<file path="src/rtl/bsd_pkg.sv">
package bsd_pkg;
    localparam int HDR_WORDS = 13;
    localparam int WIN_BYTES = HDR_WORDS * 4;
    localparam int ORDER_WORD = 8;

    function automatic logic [31:0] hdr_word(input int idx);
        case (idx)
            8:       hdr_word = 32'h0000_00BB;
            9:       hdr_word = 32'h1122_0044;
            12:      hdr_word = 32'hAA99_5566;
            default: hdr_word = 32'hFFFF_FFFF;
        endcase
    endfunction

    function automatic logic [31:0] rev_bytes(input logic [31:0] w);
        rev_bytes = {w[7:0], w[15:8], w[23:16], w[31:24]};
    endfunction
endpackage

</file>
<file path="src/rtl/bsd_window.sv">
module bsd_window #(
    parameter int DEPTH = 52,
    parameter int OFF_W = 32,
    localparam int CNT_W = $clog2(DEPTH + 1)
) (
    input  logic               clk,
    input  logic               rst_n,
    input  logic               clear,
    input  logic               push,
    input  logic [7:0]         push_byte,
    input  logic               drop,
    output logic [DEPTH*8-1:0] bytes,
    output logic               full,
    output logic [OFF_W-1:0]   offset
);
    typedef struct packed {
        logic [DEPTH-1:0][7:0] buf_b;
        logic [CNT_W-1:0]      cnt;
        logic [OFF_W-1:0]      off;
    } win_t;

    win_t st_d, st_q;

    always_comb begin
        st_d = st_q;
        if (clear) begin
            st_d = '0;
        end else begin
            if (drop) begin
                for (int i = 0; i < DEPTH - 1; i++) begin
                    st_d.buf_b[i] = st_q.buf_b[i + 1];
                end
                st_d.buf_b[DEPTH-1] = 8'h00;
                st_d.cnt = st_q.cnt - 1'b1;
                st_d.off = st_q.off + 1'b1;
            end
            if (push) begin
                for (int i = 0; i < DEPTH; i++) begin
                    if (CNT_W'(i) == st_d.cnt) begin
                        st_d.buf_b[i] = push_byte;
                    end
                end
                st_d.cnt = st_d.cnt + 1'b1;
            end
        end
    end

    always_ff @(posedge clk) begin
        if (!rst_n) st_q <= '0;
        else        st_q <= st_d;
    end

    assign bytes  = st_q.buf_b;
    assign full   = (st_q.cnt == CNT_W'(DEPTH));
    assign offset = st_q.off;

    a_r3_cnt_bound: assert property (@(posedge clk) disable iff (!rst_n)
        st_q.cnt <= CNT_W'(DEPTH));

    a_r3_offset_step: assert property (@(posedge clk) disable iff (!rst_n)
        (drop && !clear) |=> (st_q.off == $past(st_q.off) + 1'b1));
endmodule

</file>
<file path="src/rtl/bsd_matcher.sv">
module bsd_matcher
    import bsd_pkg::*;
(
    input  logic [WIN_BYTES*8-1:0] bytes,
    output logic                   match,
    output logic                   swap
);
    logic [HDR_WORDS-1:0] word_ok;
    logic [31:0]          raw_order;

    assign raw_order = {bytes[(4*ORDER_WORD)*8 +: 8], bytes[(4*ORDER_WORD+1)*8 +: 8],
                        bytes[(4*ORDER_WORD+2)*8 +: 8], bytes[(4*ORDER_WORD+3)*8 +: 8]};
    assign swap = (rev_bytes(raw_order) == hdr_word(ORDER_WORD));

    for (genvar g = 0; g < HDR_WORDS; g++) begin : g_word
        logic [31:0] raw;
        logic [31:0] cmp;
        assign raw = {bytes[(4*g)*8 +: 8], bytes[(4*g+1)*8 +: 8],
                      bytes[(4*g+2)*8 +: 8], bytes[(4*g+3)*8 +: 8]};
        assign cmp = swap ? rev_bytes(raw) : raw;
        assign word_ok[g] = (cmp == hdr_word(g));
    end

    assign match = &word_ok;
endmodule

</file>
<file path="src/rtl/bsd_packer.sv">
module bsd_packer (
    input  logic        clk,
    input  logic        rst_n,
    input  logic        clear,
    input  logic        en,
    input  logic [7:0]  byte_in,
    input  logic        swap,
    output logic        out_valid,
    output logic [31:0] out_word
);
    typedef struct packed {
        logic [1:0]  cnt;
        logic [23:0] acc;
        logic        valid;
        logic [31:0] word;
    } pk_t;

    pk_t st_d, st_q;

    always_comb begin
        st_d = st_q;
        st_d.valid = 1'b0;
        if (clear) begin
            st_d = '0;
        end else if (en) begin
            if (st_q.cnt == 2'd3) begin
                st_d.word  = swap ? {byte_in, st_q.acc[7:0], st_q.acc[15:8], st_q.acc[23:16]}
                                  : {st_q.acc, byte_in};
                st_d.valid = 1'b1;
                st_d.cnt   = 2'd0;
            end else begin
                st_d.acc = {st_q.acc[15:0], byte_in};
                st_d.cnt = st_q.cnt + 2'd1;
            end
        end
    end

    always_ff @(posedge clk) begin
        if (!rst_n) st_q <= '0;
        else        st_q <= st_d;
    end

    assign out_valid = st_q.valid;
    assign out_word  = st_q.word;

    a_r6_single_pulse: assert property (@(posedge clk) disable iff (!rst_n)
        out_valid |=> !out_valid);
endmodule

</file>
<file path="src/rtl/bsd_sync_detect.sv">
module bsd_sync_detect
    import bsd_pkg::*;
#(
    parameter int OFF_W = 32
) (
    input  logic             clk,
    input  logic             rst_n,
    input  logic             abort,
    input  logic             in_valid,
    output logic             in_ready,
    input  logic [7:0]       in_data,
    output logic             found,
    output logic             swapped,
    output logic [OFF_W-1:0] hdr_offset,
    output logic             out_valid,
    output logic [31:0]      out_word
);
    typedef struct packed {
        logic found;
        logic swapped;
    } ctl_t;

    ctl_t ctl_d, ctl_q;

    logic [WIN_BYTES*8-1:0] win_bytes;
    logic win_full, hit, hit_swap;
    logic take, win_push, win_drop, pk_en;

    always_comb begin
        in_ready = !abort && (ctl_q.found || !(win_full && hit));
        take     = in_valid && in_ready;
        win_push = take && !ctl_q.found;
        win_drop = !abort && !ctl_q.found && win_full && !hit;
        pk_en    = take && ctl_q.found;

        ctl_d = ctl_q;
        if (abort) begin
            ctl_d = '0;
        end else if (!ctl_q.found && win_full && hit) begin
            ctl_d.found   = 1'b1;
            ctl_d.swapped = hit_swap;
        end
    end

    always_ff @(posedge clk) begin
        if (!rst_n) ctl_q <= '0;
        else        ctl_q <= ctl_d;
    end

    bsd_window #(.DEPTH(WIN_BYTES), .OFF_W(OFF_W)) u_win (
        .clk(clk), .rst_n(rst_n), .clear(abort),
        .push(win_push), .push_byte(in_data), .drop(win_drop),
        .bytes(win_bytes), .full(win_full), .offset(hdr_offset)
    );

    bsd_matcher u_match (
        .bytes(win_bytes), .match(hit), .swap(hit_swap)
    );

    bsd_packer u_pack (
        .clk(clk), .rst_n(rst_n), .clear(abort), .en(pk_en),
        .byte_in(in_data), .swap(ctl_q.swapped),
        .out_valid(out_valid), .out_word(out_word)
    );

    assign found   = ctl_q.found;
    assign swapped = ctl_q.swapped;

    a_r2_found_sticky: assert property (@(posedge clk) disable iff (!rst_n)
        (found && !abort) |=> found);

    a_r3_offset_frozen: assert property (@(posedge clk) disable iff (!rst_n)
        (found && !abort) |=> $stable(hdr_offset));

    a_r7_abort_clears: assert property (@(posedge clk) disable iff (!rst_n)
        abort |=> (!found && !swapped && !out_valid));

    a_r8_no_word_in_search: assert property (@(posedge clk) disable iff (!rst_n)
        out_valid |-> found);
endmodule

</file>
<file path="config.mk">
export PLATFORM = sky130hd
export DESIGN_NAME = bsd_sync_detect
export DESIGN_NICKNAME = d
export VERILOG_FILES = /design/src/rtl/bsd_pkg.sv /design/src/rtl/bsd_window.sv /design/src/rtl/bsd_matcher.sv /design/src/rtl/bsd_packer.sv /design/src/rtl/bsd_sync_detect.sv
export SDC_FILE = /design/constraint.sdc
export NUM_CORES = 1
export LEC_CHECK = 0
export ABC_AREA = 1
export ABC_CLOCK_PERIOD_IN_PS = 3000
export BUFFER_PORTS_ARGS = -buffer_cell sky130_fd_sc_hd__buf_2
export CAP_MARGIN = 40
export CORE_MARGIN = 5
export CORE_UTILIZATION = 30
export DETAILED_ROUTE_END_ITERATION = 10
export GPL_ROUTABILITY_DRIVEN = 0
export PLACE_DENSITY = 0.49
export SETUP_SLACK_MARGIN = 0.15
export SLEW_MARGIN = 5
export SYNTH_ARGS = -nofsm -noshare
export SYNTH_HDL_FRONTEND = slang
export SYNTH_SLANG_ARGS = --single-unit
</file>
<file path="constraint.sdc">
create_clock -name clk -period 3 [get_ports clk]
set_input_delay 0.15 -clock clk [delete_from_list [all_inputs] [get_ports clk]]
set_output_delay 0.15 -clock clk [all_outputs]
set_load 0.02 [all_outputs]
</file>
; ---- Word level (Yosys, flattened, before mapping)
; Index checks and enable logic that the tools add are counted.
[word_totals]
ff_bits = 515
output_inout_bits = 68
in_bits = 12
elab_cells = 227
[op_classes]
n_addsub = 4
bitwise_logic = 3
n_eq_ne = 67
reduce_logical = 22
n_mux = 71
[op_table]
columns = operator, n
row1 = two-way mux 454 bit, 2
row2 = two-way mux 32 bit, 14
row3 = two-way mux 422 bit, 1
row4 = two-way mux 8 bit, 52
row5 = "== test 32 bit, second input constant", 11
row6 = "== test 6 bit, first input constant", 20
row7 = "== test 5 x 6 -> 1 bit, first input constant", 16
row8 = "== test 32 x 8 -> 1 bit, second input constant", 2
row9 = "== test 4 x 6 -> 1 bit, first input constant", 8
row10 = two-way mux 33 bit, 1
row11 = "adder 32 x 1 -> 32 bit, second input constant", 1
row12 = "== test 32 x 29 -> 1 bit, second input constant", 1
row13 = "== test 3 x 6 -> 1 bit, first input constant", 4
row14 = AND reduction 13 bit, 1
row15 = "== test 2 x 6 -> 1 bit, first input constant", 2
row16 = logical AND 1 bit, 10
row17 = "adder 6 x 1 -> 6 bit, second input constant", 1
row18 = "== test 1 x 6 -> 1 bit, first input constant", 1
row19 = "== test 6 bit, second input constant", 1
row20 = zero test 6 bit, 1
row21 = "subtractor 6 x 1 -> 6 bit, second input constant", 1
row22 = zero test 1 bit, 4
row23 = AND reduction 2 bit, 2
row24 = inverter 1 bit, 3
row25 = other kinds (7), 7

; ---- Depth between registers and ports, before layout
; Gate-level depths: netlist of run 1.
[depth]
ltp_word = 12
ltp_mapped = 21
ltp_nobuf = 19

; ---- Modules after synthesis
; From an unflattened synthesis of run 1, not the netlist that was laid out.
[unflattened]
hier_cells = 4465
hier_area_um2 = 30486.7
[by_module_without_submodules]
columns = module, cells_per_inst, seq_area_each_um2, area_per_inst_um2, instances
row1 = bsd_window, 3606, 9088.7, 25734.7, 1
row2 = bsd_packer, 448, 1181.1, 2962.8, 1
row3 = bsd_matcher, 389, 0.0, 1647.8, 1
row4 = bsd_sync_detect, 22, 40.0, 141.4, 1

; ---- Least setup slack after synthesis of run 1
; Ideal clock, no wire load.
[synth_timing]
path_type = register to register
from = register u_win.st_q, in the netlist u_win.bytes[24]
to = register u_win.st_q, in the netlist u_win.bytes[215]
slack_ps = 775
path_stages_with_launch = 19
arrival_ps = 2112
setup_time_ps = 113
n_path_buf = 1
synth_period_minus_slack_ps = 2225
cell_sequence = dfxtp_1 -> nand2_1 -> nor2_1 -> nand2_1 -> nor2_1 -> nand2_1 -> nor2_1 -> nand2_1 -> nor2_4 -> nand3_4 -> nand3_4 -> nand2_1 -> nand2_2 -> nand2_4 -> nor2_4 -> nand2_2 -> buf_2 -> nor2_1 -> nor2_1
[synth_via]
elab_chain_cells = 10
word_cells_on_any_way = 16
classes_between = eq/ne: 2 / mux: 5 / reduce/logical: 9
[synth_lines]
columns = element, line_no
row1 = start: declaration, bsd_window.sv:22  ; win_t st_d, st_q;
row2 = start signal: assignment, bsd_window.sv:50  ; else st_q <= st_d;
row3 = two-way mux 32 bit (*), bsd_matcher.sv:20  ; assign cmp = swap ? rev_bytes(raw) : raw;
row4 = == test 32 bit (*), bsd_matcher.sv:21  ; assign word_ok[g] = (cmp == hdr_word(g));
row5 = AND reduction 13 bit (*), bsd_matcher.sv:24  ; assign match = &word_ok;
row6 = zero test 1 bit / logical AND 1 bit (equally long branches), "bsd_sync_detect.sv:33, bsd_sync_detect.sv:30"
row7 = logical AND 1 bit / zero test 1 bit (equally long branches), "bsd_sync_detect.sv:33, bsd_sync_detect.sv:30"
row8 = two-way mux 454 bit / logical OR 1 bit (equally long branches), "bsd_window.sv:29, bsd_sync_detect.sv:30"
row9 = two-way mux 454 bit / logical AND 1 bit (equally long branches), "bsd_window.sv:26, bsd_sync_detect.sv:30"
row10 = == test 5 x 6 -> 1 bit / logical AND 1 bit (equally long branches), "bsd_window.sv:39, bsd_sync_detect.sv:31"
row11 = two-way mux 8 bit / logical AND 1 bit (equally long branches), "bsd_window.sv:39, bsd_sync_detect.sv:32"
row12 = two-way mux 422 bit (*), bsd_window.sv:37  ; if (push) begin
; Every way passes the cells marked *; elsewhere a longest branch is shown, timed or not. The select of a mux whose other input is x is not followed.
; A chain may end at the register's enable or synchronous reset.

; ---- Worst setup path in the final report of run 1
[layout_timing]
from = register u_win.st_q, in the netlist u_win.bytes[252]
to = register u_win.st_q, in the netlist u_win.bytes[391]
[layout_via]
elab_chain_cells = 10
word_cells_on_any_way = 16
classes_between = eq/ne: 2 / mux: 5 / reduce/logical: 9
[layout_lines]
columns = element, line_no
row1 = two-way mux 32 bit (*), bsd_matcher.sv:20
row2 = == test 32 bit (*), bsd_matcher.sv:21
row3 = AND reduction 13 bit (*), bsd_matcher.sv:24
row4 = zero test 1 bit / logical AND 1 bit (equally long branches), "bsd_sync_detect.sv:33, bsd_sync_detect.sv:30"
row5 = logical AND 1 bit / zero test 1 bit (equally long branches), "bsd_sync_detect.sv:33, bsd_sync_detect.sv:30"
row6 = two-way mux 454 bit / logical OR 1 bit (equally long branches), "bsd_window.sv:29, bsd_sync_detect.sv:30"
row7 = two-way mux 454 bit / logical AND 1 bit (equally long branches), "bsd_window.sv:26, bsd_sync_detect.sv:30"
row8 = == test 6 bit / logical AND 1 bit (equally long branches), "bsd_window.sv:39, bsd_sync_detect.sv:31"
row9 = two-way mux 8 bit / logical AND 1 bit (equally long branches), "bsd_window.sv:39, bsd_sync_detect.sv:32"
row10 = two-way mux 422 bit (*), bsd_window.sv:37
; Marked as above.

==> results of run 1 <==
## worst register-to-register path: stages, from the launching register on
cell	delay, ns
dfxtp_1	0.43
nand2_1	0.08
nor2_1	0.10
nand2_1	0.08
nor2_1	0.10
nand2_1	0.13
nor2_4	0.18
nand2_1	0.12
nor2_4	0.20
buf_6	0.13
buf_6	0.08
nand4_4	0.08
buf_6	0.15
buf_4	0.13
nand4_1	0.20
nor3_4	0.12
buf_4	0.17
nand2_8	0.07
buf_12	0.12
nand2_1	0.06
nand2_1	0.07
nor2_1	0.04
## how the worst min path moves through the flow
| stage | end | slack [ns] | depth (start not counted) |
|---|---|---|---|
| 2_1_floorplan | in_ready | 0.38 | 1 |
| 3_3_place_gp | u_pack.st_q[58] | 0.46 | 2 |
| 3_5_place_dp | u_pack.st_q[58] | 0.47 | 2 |
| 4_1_cts | u_win.bytes[64] | 0.03 | 4 |
| 5_1_grt | u_win.bytes[64] | 0.05 | 4 |
| 6_report | u_win.bytes[64] | 0.05 | 4 |
## sequential cells by signal, summed over array words and instances, names as in the netlist
| signal | count |
|---|---|
| u_win.bytes | 416 |
| found | 1 |
| u_win.st_q | 6 |
| u_win.offset | 32 |
| u_pack.out_word | 32 |
| u_pack.out_valid | 1 |
| u_pack.st_q | 26 |
| swapped | 1 |
## per-layer routing
| metal | vias to the layer above | share of wire |
|---|---|---|
| met4 | 0 | 0.024 |
| met3 | 122 | 0.033 |
| met2 | 476 | 0.45 |
| met5 | - | 0 |
| li1 | 15248 | - |
| met1 | 13049 | 0.49 |
## what timing repair did
item / CTS / global route
resized for setup: 127 / 304
pin swaps: 27 / 116
endpoints found under the hold margin: 0 / 0
cloned: 21 / 24
setup endpoints to repair: 474 / 498
buffers inserted: 28 / 27
## per-stage QoR
step | instance area, um^2 | setup TNS [ns]
after global routing | 36800 | -19.23
final | 36800 | 0
after global placement | 31500 | -40.95
after detailed placement | 31600 | -40.99
after CTS | 35200 | 0
after floorplan | 29100 | 0
## power by group
part,leakage (nW),switching [mW],internal [mW]
combinational,12.9,0.389,0.0889
clock,1.10,3.26,4.94
sequential,4.18,0.00251,6.84
## cell usage after synthesis (4+ instances only)
cell / instances / share of area
dfxtp_1: 515 / 0.35
nand2_2: 38 / 0.0082
a21oi_1: 96 / 0.017
nand2_1: 2174 / 0.28
nand3_1: 23 / 0.0040
xor2_1: 6 / 0.0018
o21ai_0: 204 / 0.035
ha_1: 4 / 0.0017
mux2i_1: 16 / 0.0055
inv_1: 493 / 0.064
or2_2: 5 / 0.0011
nor2_2: 4 / 0.00086
nand4_1: 27 / 0.0058
o21ai_1: 12 / 0.0021
inv_2: 11 / 0.0014
nand4_2: 4 / 0.0017
nor2_1: 1012 / 0.13
buf_1: 29 / 0.0037
nor2_8: 6 / 0.0041
nor2_4: 11 / 0.0043
buf_2: 80 / 0.014
buf_6: 17 / 0.0066
buf_4: 71 / 0.018
nand2_4: 17 / 0.0066
nor3_1: 13 / 0.0022
clkbuf_1: 134 / 0.017
## cells by family (layout without fill, tap and decap cells)
logic type	after synthesis	count (layout)
AND/OR/NAND/NOR	3345	3349
buffers and inverters	838	1015
flip-flops	515	515
AO/OA/AOI/OAI	322	322
multiplexers	16	16
XOR/XNOR	6	6
adder cells (fa/ha/maj)	4	4
other	0	3
## cell type report
cell class                      count  area share
Timing Repair inverter              2    0.000544
Clock buffer                       94      0.0527
Timing Repair Buffer              391       0.122
Clock inverter                     21     0.00728
Multi-Input combinational cell   3697       0.439
Sequential cell                   515       0.282
Tap cell                         1276      0.0434
Inverter                          507      0.0529
Antenna cell                        3    0.000204
==> qor.csv, run 1 <==
metric,value,unit
"Reg clk slew, reported paths",0.06,ns
root buffer cell,clkbuf_16,
asr flop ratio synth,0,
Fin. Hold Viols,0,
Tcrit/Tclk final,0.985,
worst path required time,3.51,ns
Post-Syn Area,29100,um^2
Register Area,10400,um^2
post-DR vias/cell,4.44,
Final #Nets,5196,
total number of vias,28895,
Syn Inst Count,5046,
final worst path period need,2.95,ns
"Data arrival, critical path",3.47,ns
CTS Sinks,515,
clock latency on the worst-skew pair,0.62,ns
GR Overflow Total,0,
GRT busiest layer,met2,
VDD IR max,0.327,mV
R2R Path Start,u_win.bytes[252],
"most common cell after layout, fill and taps aside",nand2_1,
Critical Path Source,u_win.bytes[252],
router iterations before antenna repair,5,
Reg2Reg Depth,21,
R2R setup slack,0.05,ns
RR Endpoint,u_win.bytes[391],
xor/xnor share of the synthesized area,0.00181,
die area,103000,um^2
final WL,98.9,mm
Post-synth EDFFs,0,
Critical Path Source Type,flip-flop,
adder-cell share of the synthesized area,0.00172,
"Slowest-stage cell, CP",dfxtp_1,
die span in x,321,um
Antenna Nets Post-Route,0,
hold_sp,in_data[0],
CP Buf/Inv Count,6,
Layout Utilization,0.382,
largest family of logic cells by synthesized area,simple AND/OR/NAND/NOR gates,
Synth Area in Compound Gates,0.0564,
syn_area_per_cell,5.76,um^2
clock skew,0.0259,ns
worst slew pin tran,0.877,ns
worst-path cell chain,"nand2_1, nor2_1, nand2_1, nor2_1, nand2_1, nor2_4, nand2_1, nor2_4, buf_6, buf_6, nand4_4, buf_6, buf_4, nand4_1, nor3_4, buf_4, nand2_8, buf_12, nand2_1, nand2_1, nor2_1",
multi-input combinational cell area,16100,um^2
"slowest stage delay, CP",0.43,ns
Leak,18.2,nW
pwr/cell area,422,nW/um^2
CTS tree,yes,
most frequent cells in the layout,"nand2_1 (2046), nor2_1 (974), inv_1 (480)",
synthesis-to-layout area growth,26.5,%
placed cell count,6288,
CP max FO,8,
Syn Nets,5062,
H-tree depth,3,
status,"finished, final reports clean",
HPWL after detailed placement,57.7,mm
Core ar.,96400,um^2
number of DRC markers in iteration 0,1918,
global-route track usage on met1,0.254,
I/O pins,80,
cts hold-fix bufs,0,
HP Class,input pin to flip-flop,
final setup fails,0,
starting density of the core,0.301,
final slew viol count,0,
setup ws final,0.0457,ns
GR Util met2,0.294,
"CP delay by family, top",simple AND/OR/NAND/NOR gates,
All-Layer GR Usage,0.180,
global-route wire length before repair,150,mm
RSZ-0062 raised after global routing,yes,
stages on the worst setup path,21,
Worst path most repeated cell,nand2_1,
Synth Area in Simple Gates,0.455,
IO Port Bufs,79,
synthesis-stage register bit count,515,
mux share of post-synthesis cell area,0.00551,
max_slew headroom,0.415,
vias in the first global route,25909,
YS warnings,0,
CTS buffer count,66,
Max clock buf depth,3,
Synth cell types,41,
M3 GR Usage,0.0199,
layout cells sized above 1,0.163,
Setup crit end kind,flip-flop,
Post-Place Worst Slack,-0.192,ns
crit path to,u_win.bytes[391],
DRC viols,0,
initial antenna violation count,4,
Hold Slack,0.0522,ns
main flop type after synthesis,dfxtp_1,
# Max-Cap Violations,0,
Cell Rows,114,
register area share after synthesis,0.355,
largest net degree at the start of global routing,88,
total power,15.5,mW
Finished Layout Cells,6506,
Routed WL per cell,15.2,um
WS Path Type,flip-flop to flip-flop,
fillers,10494,
FMAX,338,MHz
Die Ht,321,um
No activity file was read; power rests on OpenSTA's default activity.
==> inputs of run 2 (changes only) <==
- SETUP_SLACK_MARGIN: 0.15 -> unset
==> run 2 against run 1 <==
Compared with the run above:
- sequential share of layout area is 1.6 points higher
- die area stayed put
- worst hold slack worse by 0.0026 ns
- global-route usage is 1.0 points lower
- critical path depth is 1 lower
- clock-buffer cell count stayed put
- sequential power hardly changed
- maximum frequency is 3.4% higher
- clock skew hardly changed
==> qor.csv, run 2 (synthesis gave the netlist of run 1 again) <==
metric,value,unit,change
HPWL after detailed placement,57.7,mm,unchanged
HP Class,input pin to flip-flop,,unchanged
router iterations before antenna repair,5,,unchanged
logic gate share of total power,0.030,,was 0.031
largest net degree at the start of global routing,104,,was 88
cts hold-fix bufs,0,,unchanged
status,"finished, final reports clean",,unchanged
clock share of power,0.528,,about the same
"Data arrival, critical path",3.37,ns,was 3.47 ns
P_sw,3.63,mW,was 3.66 mW
worst slew pin tran,0.868,ns,was 0.877 ns
CTS tree,yes,,unchanged
CP max FO,9,,was 8
WS Path Type,flip-flop to flip-flop,,unchanged
Final #Nets,5130,,was 5196
clock latency on the worst-skew pair,0.62,ns,about the same
root buffer cell,clkbuf_16,,unchanged
I/O pins,80,,unchanged
Leak,17.5,nW,was 18.2 nW
most frequent cells in the layout,"nand2_1 (2159), nor2_1 (987), inv_1 (493)",,"was nand2_1 (2046), nor2_1 (974), inv_1 (480)"
"Reg clk slew, reported paths",0.06,ns,about the same
final worst path period need,2.86,ns,was 2.95 ns
Tcrit/Tclk final,0.953,,was 0.985
CTS Sinks,515,,unchanged
pwr/cell area,446,nW/um^2,was 422 nW/um^2
GR Overflow Total,0,,unchanged
"most common cell after layout, fill and taps aside",nand2_1,,unchanged
post-DR vias/cell,4.37,,was 4.44
Fin. Hold Viols,0,,unchanged
total number of vias,28136,,was 28895
synthesis-to-layout area growth,19.6,%,was 26.5%
Antenna Nets Post-Route,0,,unchanged
worst path required time,3.51,ns,about the same
total power,15.5,mW,about the same
final setup fails,0,,unchanged
initial antenna violation count,3,,was 4
final WL,92.4,mm,was 98.9 mm
All-Layer GR Usage,0.170,,was 0.180
die span in x,321,um,unchanged
# Max-Cap Violations,0,,unchanged
final slew viol count,0,,unchanged
setup ws final,0.142,ns,was 0.0457 ns
layout cells sized above 1,0.121,,was 0.163
vias in the first global route,25338,,was 25909
FMAX,350,MHz,was 338 MHz
global-route wire length before repair,143,mm,was 150 mm
Routed WL per cell,14.3,um,was 15.2 um
max_slew headroom,0.421,,was 0.415
max reg flops,416,,unchanged
die area,103000,um^2,unchanged
setup_tns,0,ns,unchanged
Setup crit end kind,flip-flop,,unchanged
DRC viols,0,,unchanged
Die Ht,321,um,unchanged
H-tree depth,3,,unchanged
Critical Path Source Type,flip-flop,,unchanged
clock skew,0.0261,ns,was 0.0259 ns
sw frac,0.234,,was 0.235
Post-Place Worst Slack,-0.192,ns,unchanged
Max clock buf depth,3,,unchanged
Cell Rows,114,,unchanged
VDD IR max,0.328,mV,was 0.327 mV
RSZ-0062 raised after global routing,yes,,unchanged
Core ar.,96400,um^2,unchanged
number of DRC markers in iteration 0,1879,,was 1918
starting density of the core,0.301,,unchanged
Reg power frac,0.442,,was 0.441
CTS buffer count,66,,unchanged
cell-internal power,11.9,mW,about the same
IO Port Bufs,79,,unchanged
[run 2: cell count changes in the layout (fill, tap and decap cells not counted), moves of 12 or more]
cell       previous run  this run
nand2_2             116        29
o21ai_0             191       204
inv_1               480       493
dfxtp_1             455       470
clkbuf_16            85        73
nand2_4              46        28
nand2_1            2046      2159
buf_6                30         6
nor2_2               35        22
nor2_1              974       987
buf_16               31         7
dfxtp_2              60        45
[run 2: path summary, 6_finish.rpt]
| path | from | cells after the start | endpoint | slack (ns) |
|---|---|---|---|---|
| worst max-delay path | u_win.bytes[252] | 20 | u_win.bytes[410] | 0.14 |
| worst min-delay path | in_data[0] | 4 | u_win.bytes[64] | 0.05 |
| worst max register to register | u_win.bytes[252] | 20 | u_win.bytes[410] | 0.14 |
| worst min register to register | u_pack.st_q[58] | 2 | u_pack.st_q[58] | 0.47 |
[run 2: metrics by stage]
| stage | hold WS [ns] | utilization | cells | cell area, um^2 |
|---|---|---|---|---|
| after floorplan | 0.380 | - | 5046 | 29100 |
| after global placement | 0.463 | 0.326 | 6282 | 31500 |
| after detailed placement | 0.465 | 0.328 | 6288 | 31600 |
| after CTS | 0.0176 | 0.353 | 6412 | 34000 |
| after global routing | 0.0512 | 0.361 | 6439 | 34800 |
| final | 0.0496 | 0.361 | 6439 | 34800 |
[run 2: what timing repair did]
action                     in CTS  in global routing
pin swaps                      11                 35
setup endpoints to repair     398                469
gates resized for setup        28                126
buffers inserted                9                 17
cloned                          0                  9
[run 2: layout make-up]
type	count	area, um^2
antenna	2	5.00
clock buffer	94	1940
multi-input combinational	3696	15600
clock inverter	21	268
sequential	515	10400
inverter	507	1940
fill	10693	61600
tap	1276	1600
timing repair buffer	327	3080
timing repair inverter	1	11.3
[run 2: routing by layer]
metal | global-route usage | wire (um) | vias up
met5 | 0 | 0 | -
met4 | 0.0445 | 1990 | 0
met3 | 0.0195 | 2960 | 110
met2 | 0.278 | 41600 | 400
met1 | 0.238 | 45800 | 12546
li1 | - | - | 15080
[run 2: critical path: stages, from the launching register on]
cell and delay (ns):
dfxtp_1 0.38, nand2_1 0.07, nor2_1 0.10, nand2_1 0.08, nor2_1 0.12, nand2_2 0.11
nor2_4 0.15, nand2_1 0.11, nor2_4 0.20, buf_6 0.14, nand4_4 0.09, buf_6 0.15
buf_4 0.12, nand4_1 0.22, nor3_4 0.07, buf_4 0.17, nand2_1 0.06, buf_4 0.15
inv_2 0.09, nor2_1 0.10, nor2_1 0.05
[run 2: power by group through the flow]
stage               sequential (mW)  combinational [mW]  clock, mW
finish                         6.85               0.464       8.19
detailed placement             7.00               0.456          0
floorplan                      7.00               0.229          0
global placement               7.00               0.445          0
global route                   6.84               0.494       8.71
CTS                            6.85               0.459       8.42
==> inputs of run 3 (changes only) <==
- CORE_MARGIN: 5 -> unset
==> run 3 against run 2 <==
Compared with the run above:
- sequential cell count did not move
- largest cell class unchanged
- core utilization fell by 1.4 points
- global-route usage rose by 0.83 points
- worst hold slack improved by 0.013 ns
- critical path depth rose by 1
- non-clock buffer count fell by 111
- first-iteration DRC count fell by 9.2%
- sequential share of layout area rose by 1.4 points
==> qor.csv, run 3 (synthesis gave the netlist of run 1 again) <==
metric,value,unit,change
global-route wire length before repair,141,mm,was 143 mm
die area,98100,um^2,was 103000 um^2
"Slowest-stage cell, CP",dfxtp_1,,unchanged
I/O pins,80,,unchanged
CTS Sinks,515,,unchanged
clock latency on the worst-skew pair,0.61,ns,was 0.62 ns
CTS buffer count,66,,unchanged
HPWL after detailed placement,56.5,mm,was 57.7 mm
Max clock buf depth,3,,unchanged
IO Port Bufs,79,,unchanged
most frequent cells in the layout,"nand2_1 (2168), nor2_1 (1002), dfxtp_1 (511)",,"was nand2_1 (2159), nor2_1 (987), inv_1 (493)"
initial antenna violation count,0,,was 3
Tcrit/Tclk final,0.923,,was 0.953
Setup crit end kind,flip-flop,,unchanged
max_slew headroom,0.407,,was 0.421
status,"finished, final reports clean",,unchanged
"Reg clk slew, reported paths",0.06,ns,about the same
Hold Slack,0.0628,ns,was 0.0496 ns
largest net degree at the start of global routing,135,,was 104
Final #Nets,5015,,was 5130
Cell Rows,113,,was 114
VDD IR max,0.348,mV,was 0.328 mV
Placed Area,30600,um^2,was 31600 um^2
starting density of the core,0.305,,was 0.301
CP max FO,16,,was 9
Die Ht,313,um,was 321 um
# diodes,0,,was 2
Leak,16.8,nW,was 17.5 nW
HP Class,input pin to flip-flop,,unchanged
final worst path period need,2.77,ns,was 2.86 ns
vias in the first global route,25090,,was 25338
CTS tree,yes,,unchanged
# Max-Cap Violations,0,,unchanged
Critical Path Source Type,flip-flop,,unchanged
Core ar.,95400,um^2,was 96400 um^2
max reg flops,416,,unchanged
pwr/cell area,465,nW/um^2,was 446 nW/um^2
FMAX,361,MHz,was 350 MHz
worst path required time,3.50,ns,was 3.51 ns
synthesis-to-layout area growth,13.9,%,was 19.6%
post-DR vias/cell,4.35,,was 4.37
All-Layer GR Usage,0.178,,was 0.170
router iterations before antenna repair,5,,unchanged
DRC viols,0,,unchanged
"slowest stage delay, CP",0.38,ns,about the same
die span in x,313,um,was 321 um
setup_tns,0,ns,unchanged
number of DRC markers in iteration 0,1706,,was 1879
"most common cell after layout, fill and taps aside",nand2_1,,unchanged
root buffer cell,clkbuf_16,,unchanged
worst slew pin tran,0.889,ns,was 0.868 ns
RSZ-0062 raised after global routing,yes,,unchanged
Post-Place Worst Slack,-0.0785,ns,was -0.192 ns
WS Path Type,flip-flop to flip-flop,,unchanged
Layout Utilization,0.347,,was 0.361
Fin. Hold Viols,0,,unchanged
final setup fails,0,,unchanged
worst-path cell chain,"nand2_1, nor2_1, nand2_1, nor2_2, nand2_2, nor2_4, nand2_2, nor2_4, nand3_4, buf_4, nand4_4, nand2_4, nand2_2, buf_4, nor2_4, buf_12, nand2_2, buf_12, nand2_1, nand2_1, nor2_1",,"was nand2_1, nor2_1, nand2_1, nor2_1, nand2_2, nor2_4, nand2_1, nor2_4, buf_6, nand4_4, buf_6, buf_4, nand4_1, nor3_4, buf_4, nand2_1, buf_4, inv_2, nor2_1, nor2_1"
clock skew,0.0213,ns,was 0.0261 ns
fillers,10586,,was 10693
GR Overflow Total,0,,unchanged
Antenna Nets Post-Route,0,,unchanged
final WL,88.2,mm,was 92.4 mm
Routed WL per cell,14.0,um,was 14.3 um
layout cells sized above 1,0.0884,,was 0.121
"Data arrival, critical path",3.26,ns,was 3.37 ns
setup ws final,0.232,ns,was 0.142 ns
total number of vias,27478,,was 28136
H-tree depth,3,,unchanged
final instance area,33100,um^2,was 34800 um^2
final slew viol count,0,,unchanged
-- run 3: changes by cell type in the layout (fill, tap and decap cells not counted), moves of 9 or more --
cell | before | now
nor2_2 | 22 | 11
dfxtp_1 | 470 | 511
nand2_1 | 2159 | 2168
nand2_8 | 16 | 1
buf_12 | 45 | 25
dfxtp_2 | 45 | 4
nor2_1 | 987 | 1002
nand2_4 | 28 | 39
buf_4 | 184 | 107
-- run 3: routing by layer --
metal  wire, um  track usage  up-vias  share of wire
met5          0            0        -              0
met4       2060       0.0475        0          0.023
met3       3000       0.0233      113          0.034
met2      39300        0.289      330           0.45
met1      43800        0.247    12226           0.50
li1           -            -    14809              -
-- run 3: layout make-up --
class	instances	area, um^2	area share
Multi-Input combinational cell	3693	15300	0.463
Sequential cell	515	10300	0.312
Clock buffer	102	2070	0.0626
Inverter	507	1930	0.0584
Timing Repair Buffer	216	1750	0.0530
Tap cell	1265	1580	0.0478
Clock inverter	13	131	0.00397
-- run 3: final timing paths --
kind	from	endpoint	slack (ns)	cells after the start
worst max-delay path	u_win.bytes[14]	u_win.bytes[269]	0.23	21
worst min-delay path	in_data[7]	u_win.bytes[31]	0.06	3
worst max register to register	u_win.bytes[14]	u_win.bytes[269]	0.23	21
worst min register to register	u_pack.st_q[58]	u_pack.st_q[58]	0.47	2
-- run 3: report_power, final --
group | total [mW] | internal [mW] | switching, mW
combinational | 0.422 | 0.0597 | 0.362
sequential | 6.85 | 6.84 | 0.00284
clock | 8.13 | 4.91 | 3.22
-- run 3: worst max-delay path, delay by kind of cell, from the launching register on --
kind | cells | cell delay [ns]
AND/OR/NAND/NOR | 17 | 1.64
buffers and inverters | 4 | 0.62
flip-flops | 1 | 0.38
-- run 3: per-stage QoR --
| stage | cells | total power [mW] |
|---|---|---|
| final | 6311 | 15.4 |
| after global routing | 6311 | 15.9 |
| after CTS | 6306 | 15.6 |
| after detailed placement | 6190 | 7.42 |
| after global placement | 6188 | 7.42 |
| after floorplan | 5046 | 7.23 |
-- run 3: repair_timing --
action | in CTS | in global routing
endpoints found under the hold margin | 8 | 0
setup endpoints to repair | 249 | 429
resized for setup | 3 | 54
pin swaps | 1 | 10
buffers inserted | 0 | 5
hold buffers | 1 | 0
